### src/rtl/vga_tp_pkg.sv
package vga_tp_pkg;

  typedef enum logic [1:0] {
    PAT_BARS    = 2'b00,
    PAT_CHECKER = 2'b01,
    PAT_DIAG    = 2'b10,
    PAT_WHITE   = 2'b11
  } patSel_e;

  // Strobes from the select decoder to the colour datapath
  typedef struct packed {
    logic gate;
    logic selBars;
    logic selChecker;
    logic selDiag;
    logic selWhite;
  } patStrb_t;

endpackage

### src/rtl/vga_tp_ctrl.sv
module vga_tp_ctrl
  import vga_tp_pkg::*;
(
  input  logic [1:0] patSel,
  input  logic       active,
  output patStrb_t   strb
);

  patSel_e selCode;

  always_comb begin
    selCode         = patSel_e'(patSel);
    strb            = '0;
    strb.gate       = active;
    unique case (selCode)
      PAT_BARS:    strb.selBars    = 1'b1;
      PAT_CHECKER: strb.selChecker = 1'b1;
      PAT_DIAG:    strb.selDiag    = 1'b1;
      PAT_WHITE:   strb.selWhite   = 1'b1;
      default:     strb            = '0;
    endcase
  end

endmodule

### src/rtl/vga_tp_dpath.sv
module vga_tp_dpath
  import vga_tp_pkg::*;
#(
  parameter int H_W       = 10,
  parameter int V_W       = 10,
  parameter bit WIDE_PIX  = 1'b0,
  parameter int BAR_LSB   = 5,
  parameter int CHECK_BIT = 5,
  parameter int DIAG_BITS = 6,
  localparam int R_W      = WIDE_PIX ? 4 : 3,
  localparam int G_W      = WIDE_PIX ? 4 : 3,
  localparam int B_W      = WIDE_PIX ? 4 : 2,
  localparam int PIX_W    = R_W + G_W + B_W
) (
  input  logic             clk,
  input  logic             rstN,
  input  logic [H_W-1:0]   hCount,
  input  logic [V_W-1:0]   vCount,
  input  patStrb_t         strb,
  output logic [PIX_W-1:0] rgbQ
);

  logic rOn, gOn, bOn;
  logic checkOn, diagOn;
  logic [PIX_W-1:0] pixNext;

  assign checkOn = hCount[CHECK_BIT] ^ vCount[CHECK_BIT];
  assign diagOn  = (hCount[DIAG_BITS-1:0] == vCount[DIAG_BITS-1:0]);

  always_comb begin
    {rOn, gOn, bOn} = 3'b000;
    if (strb.gate) begin
      if (strb.selBars)         {rOn, gOn, bOn} = hCount[BAR_LSB +: 3];
      else if (strb.selChecker) {rOn, gOn, bOn} = {3{checkOn}};
      else if (strb.selDiag)    {rOn, gOn, bOn} = {3{diagOn}};
      else if (strb.selWhite)   {rOn, gOn, bOn} = 3'b111;
    end
  end

  // Channel packing: red high, blue low; widths follow WIDE_PIX
  generate
    if (WIDE_PIX) begin : g_pack12
      assign pixNext = {{R_W{rOn}}, {G_W{gOn}}, {B_W{bOn}}};
    end else begin : g_pack8
      assign pixNext = {{R_W{rOn}}, {G_W{gOn}}, {B_W{bOn}}};
    end
  endgenerate

  always_ff @(posedge clk or negedge rstN) begin
    if (!rstN) rgbQ <= '0;
    else       rgbQ <= pixNext;
  end

  // blanking gives black
  a_r2_blank_black: assert property (@(posedge clk) disable iff (!rstN)
    $past(!strb.gate) |-> rgbQ == '0);

  // bar channels follow the count bits
  a_r5_bar_bits: assert property (@(posedge clk) disable iff (!rstN)
    $past(rstN && strb.gate && strb.selBars) |->
      (rgbQ[PIX_W-1] == $past(hCount[BAR_LSB+2])) && (rgbQ[0] == $past(hCount[BAR_LSB])));

  // checkerboard is only black or white
  a_r6_checker_bw: assert property (@(posedge clk) disable iff (!rstN)
    $past(rstN && strb.gate && strb.selChecker) |-> (rgbQ == '0 || &rgbQ));

  // off-diagonal pixels are black
  a_r7_diag_off: assert property (@(posedge clk) disable iff (!rstN)
    $past(rstN && strb.gate && strb.selDiag &&
          (hCount[DIAG_BITS-1:0] != vCount[DIAG_BITS-1:0])) |-> rgbQ == '0);

  // flat field is white
  a_r8_white: assert property (@(posedge clk) disable iff (!rstN)
    $past(rstN && strb.gate && strb.selWhite) |-> &rgbQ);

endmodule

### src/rtl/vga_test_pattern.sv
module vga_test_pattern
  import vga_tp_pkg::*;
#(
  parameter int H_W      = 10,
  parameter int V_W      = 10,
  parameter bit WIDE_PIX = 1'b0,
  localparam int PIX_W   = WIDE_PIX ? 12 : 8
) (
  input  logic             clk,
  input  logic             rstN,
  input  logic [H_W-1:0]   hCount,
  input  logic [V_W-1:0]   vCount,
  input  logic             active,
  input  logic [1:0]       patSel,
  output logic [PIX_W-1:0] rgbOut
);

  patStrb_t strb;

  vga_tp_ctrl ctrl_i (
    .patSel (patSel),
    .active (active),
    .strb   (strb)
  );

  vga_tp_dpath #(
    .H_W      (H_W),
    .V_W      (V_W),
    .WIDE_PIX (WIDE_PIX)
  ) dpath_i (
    .clk    (clk),
    .rstN   (rstN),
    .hCount (hCount),
    .vCount (vCount),
    .strb   (strb),
    .rgbQ   (rgbOut)
  );

endmodule

### config.mk
export PLATFORM = sky130hd
export DESIGN_NAME = vga_test_pattern
export DESIGN_NICKNAME = d
export VERILOG_FILES = /design/src/rtl/vga_tp_pkg.sv /design/src/rtl/vga_tp_ctrl.sv /design/src/rtl/vga_tp_dpath.sv /design/src/rtl/vga_test_pattern.sv
export SDC_FILE = /design/constraint.sdc
export NUM_CORES = 1
export LEC_CHECK = 0
export ABC_AREA = 1
export BUFFER_PORTS_ARGS = -buffer_cell sky130_fd_sc_hd__buf_2
export CAP_MARGIN = 20
export CORE_AREA = 2 2 39 41
export CTS_BUF_LIST = sky130_fd_sc_hd__clkbuf_16
export CTS_CLUSTER_SIZE = 20
export DETAILED_ROUTE_END_ITERATION = 7
export DIE_AREA = 0 0 41 43
export HOLD_SLACK_MARGIN = 0.02
export SKIP_CTS_REPAIR_TIMING = 1
export SLEW_MARGIN = 15
export SYNTH_ARGS = -nofsm -noshare
export SYNTH_HDL_FRONTEND = slang
export SYNTH_SLANG_ARGS = --single-unit
### constraint.sdc
create_clock -name clk -period 0.8 [get_ports clk]
set_clock_uncertainty 0.2 [all_clocks]
set_input_delay 0.08 -clock clk [delete_from_list [all_inputs] [get_ports clk]]
set_output_delay 0.08 -clock clk [all_outputs]
set_load 0.05 [all_outputs]
==> Yosys cells after proc, flatten, opt, wreduce, memory -nomap -nowiden <==
Cells that the tools add are included.
{ "word_totals": {"ff_bits": 6, "input_bits": 25, "out_inout_bits": 8, "elab_cells": 20} }
{ "classes": {"eq_ne": 4, "muxes": 13, "n_reduce_logical": 1, "n_bitwise": 1} }
{ "op_table": {"columns": ["op", "n"], "rows": [
  ["1-bit 2-to-1 mux", 13],
  ["6-bit equality test", 1],
  ["2-bit equality test, second input constant", 2],
  ["2-bit by 1-bit equality test with 1-bit output, second input constant", 1],
  ["2-bit zero test", 1],
  ["1-bit XOR", 1]
]} }

==> Depth between registers and ports, before layout <==
{ "logic_depth": {"ltp_word": 7, "depth_mapped": 8, "ltp_nobuf": 8} }

==> Hierarchy <==
From an unflattened synthesis, not the netlist that was laid out.
{ "hier_totals": {"cells_unflattened": 63, "hier_area_um2": 337.8} }
{ "by_module_without_submodules": {"columns": ["mod", "n_inst", "cells_each", "area_per_inst_um2"], "rows": [
  ["vga_tp_dpath", 1, 55, 304.0],
  ["vga_tp_ctrl", 1, 8, 33.8]
]} }

==> Least setup slack after synthesis <==
No wires, ideal clock.
{ "synth_timing": {"kind": "reg-to-output", "startpoint": "reg dpath_i.rgbQ[4] (netlist name)", "endpoint": "out rgbOut[3]", "path_slack_ns": -0.385, "stages_incl_launch_ff": 2, "t_arrival_ns": 0.905, "path_buffers": 1, "path_cell_list": "dfrtp_1 buf_4"} }
{ "synth_lines": {"columns": ["element", "line", "source"], "rows": [
  ["to (decl)", "vga_test_pattern.sv:15", "output logic [PIX_W-1:0] rgbOut"]
]} }

==> Final worst setup path <==
{ "layout_timing": {"startpoint": "reg dpath_i.rgbQ[5] (netlist name)", "endpoint": "out rgbOut[6]"} }
No word-level cell between the ends.

==> results.py <==
metrics = {
    "cells_and_area": {
        "fin_cells": 93,
        "final_util": 0.4729,
        "num_antenna_cells": 0,
        "largest-register": "dpath_i.rgbQ",
        "layout.nets": 103,
        "largest_reg_flops": 3,
        "drive_gt1_frac": 0.6494,
        "syn2layout_area_growth_pct": 120.7,
        "fillerInstances": 138,
        "reg_top3": "dpath_i.rgbQ: 3 flops",
    },
    "worst_setup_path": {
        "end_kind": "primary output",
        "crit_path_max_incr_delay_ns": 0.42,
        "cp-start-kind": "flip-flop",
        "arrival_ns": 0.80,
        "required_ns": 0.52,
        "path_cells": "buf_6",
        "cpLargestDelayFamily": "flip-flops",
        "cp_num_buf_inv": 1,
        "critPathMaxFanout": 3,
        "cp_slowest_cell": "dfrtp_2",
        "critPathKind": "reg2out",
    },
    "global_routing": {
        "antenna_found_initial": 0,
        "busiest_layer": "met2",
        "grt_usage": 0.08735,
        "met2_usage": 0.1313,
        "gr-usage-met3": 0.01571,
        "met1_usage": 0.08682,
        "grt_overflow_total": 0,
        "grt_max_degree": 7,
        "grt_pass1_vias": 300,
        "grt_pass1_wl_mm": 1.007,
    },
    "place": {
        "dp_slack_ns": -0.2725,
        "dp_cells": 88,
        "dpl.hpwl_um": 540.1,
        "io_buffers": 26,
        "gp_congestion": 0.6207,
    },
    "power": {
        "vdd_drop_max_uv": 633.4,
        "swShare": 0.2560,
        "p_leak_nw": 0.3562,
        "power_mw": 1.307,
        "p_switching_uw": 334.4,
        "p_comb_frac": 0.273,
        "pwr-share-clk": 0.591,
        "power.share.sequential": 0.137,
        "internal-power_uw": 972.2,
        "p_per_area_nw_per_um2": 1997,
    },
    "yosys": {
        "yosys.area_share.simple": 0.3122,
        "synthAdderAreaFrac": 0,
        "synth-seq-cells": 3,
        "synth.area.top_cells": "dfrtp_1 (25%), nand2_1 (22%), inv_1 (15%)",
        "synth_area_um2": 296.5,
        "yosys_warnings": 0,
        "yosysSeqAreaShare": 0.2532,
        "synthXorXnorAreaFrac": 0,
        "synth.distinct_cells": 11,
        "synth.area.mux_share": 0,
        "yosys.area.top_type": "dfrtp_1",
        "synth_top_area_frac": 0.2532,
        "synthCells": 51,
        "avgSynthCellArea_um2": 5.814,
        "synth-compound-area-share": 0.1561,
        "synth_fp_nets": 76,
        "synth_top_family_by_area": "simple AND/OR/NAND/NOR gates",
    },
    "timing": {
        "finalCritPeriodShare": 1.348,
        "period_needed_ns": 1.079,
        "fmax_ghz": 0.9271,
        "relSlewSlack": 0.8330,
        "setup_violations": 11,
        "rsz0062_at_grt": "yes",
        "hold_viol": 6,
        "timing.hold.ws_ns": -0.06513,
        "slew_viol_final": 0,
        "worst_pin_slew_ns": 0.2506,
        "worst_slack_ns": -0.2787,
    },
    "routing": {
        "wl_per_cell_um": 7.656,
        "drtIter0Drc": 3,
        "num_vias": 373,
        "drt_wl_total_um": 712,
        "dr.pass1.iters": 2,
        "viasPerCell": 4.011,
        "drtAntennaViolNets": 0,
        "remaining_drc_errors": 0,
    },
    "worst_hold_path": {
        "holdPathStages": 3,
        "worstHoldStart": "active",
        "hold-path-endpoint": "dpath_i.rgbQ[4]",
        "holdCritPathClass": "in2reg",
    },
    "die": {
        "die_area_um2": 1763,
        "core_area_um2": 1384,
        "rows": 14,
        "die_x_um": 41,
        "start_util": 0.2143,
        "die_h_um": 43,
        "ios": 33,
    },
    "clock_tree": {
        "cts_max_path_buffers": 2,
        "h-tree-depth": 1,
        "root_buffer": "clkbuf_16",
        "numCtsBuffers": 3,
        "cts_tree": "done",
        "cts.sinks": 3,
        "path_clk_slew_ns": 0.03,
    },
    "run_status": {
        "status": "finished with violations",
        "violations": "negative hold slack, negative setup slack",
    },
    "run": {
        "max-cap-violations": 0,
    },
}
-- worst min-delay path, delay by kind of cell --
family	cells	cell delay, ns
AO/OA/AOI/OAI	2	0.13
buffers and inverters	1	0.11
-- Yosys cell counts, drive strengths merged --
cell type / count
inv: 12
o21bai: 1
nand3: 1
buf: 5
dfrtp: 3
nor2: 3
o21ai: 3
a21oi: 4
nand2: 18
or2: 1
-- layout make-up --
cell class | instances | area [µm²] | share of cell area
Timing Repair Buffer | 27 | 265.3 | 0.4054
Multi-Input combinational cell | 31 | 166.4 | 0.2543
Sequential cell | 3 | 78.83 | 0.1205
Clock buffer | 3 | 75.07 | 0.1147
Inverter | 12 | 45.04 | 0.06883
Tap cell | 16 | 20.02 | 0.03059
Clock inverter | 1 | 3.754 | 0.005736
-- worst max-delay path by stage --
stage	cells after the start	from	end	slack (ns)
finish	1	dpath_i.rgbQ[5]	rgbOut[6]	-0.28
global route	1	dpath_i.rgbQ[5]	rgbOut[5]	-0.30
CTS	1	dpath_i.rgbQ[5]	rgbOut[6]	-0.32
detailed placement	8	hCount[5]	dpath_i.rgbQ[4]	-0.27
global placement	8	hCount[5]	dpath_i.rgbQ[5]	-0.27
floorplan	1	dpath_i.rgbQ[4]	rgbOut[3]	-0.20
-- stage by stage --
step / setup TNS [ns] / cell area, µm²
finish: -2.257 / 654.4
global route: -2.616 / 654.4
CTS: -2.582 / 491.7
detailed placement: -1.391 / 412.9
global placement: -1.323 / 412.9
floorplan: -1.263 / 322.8
-- cells by family after synthesis --
group | after synthesis
flip-flops | 3
AO/OA/AOI/OAI | 8
buffers and inverters | 17
AND/OR/NAND/NOR | 23
-- placed cells by master, fill, tap and decap left out --
master / n
a21oi_2: 4
buf_2: 6
buf_6: 20
clkbuf_16: 3
dfrtp_2: 3
dlygate4sd3_1: 1
inv_1: 5
inv_2: 8
nand2_1: 14
nand2_2: 4
nand3_2: 1
nor2_1: 3
o21ai_1: 3
o21bai_2: 1
or2_1: 1
-- power by group through the flow --
stage / registers, mW / clock network [mW] / logic, mW
finish: 0.179 / 0.772 / 0.356
global route: 0.181 / 0.797 / 0.388
CTS: 0.172 / 0.786 / 0.258
detailed placement: 0.173 / 0 / 0.258
global placement: 0.172 / 0 / 0.256
floorplan: 0.218 / 0 / 0.170
-- per-layer routing --
metal,vias up,part of all wire
met1,158,0.34
li1,196,-
met3,2,0.074
met4,0,0.020
met2,17,0.56
met5,-,0
(Power assumes the default switching activity.)
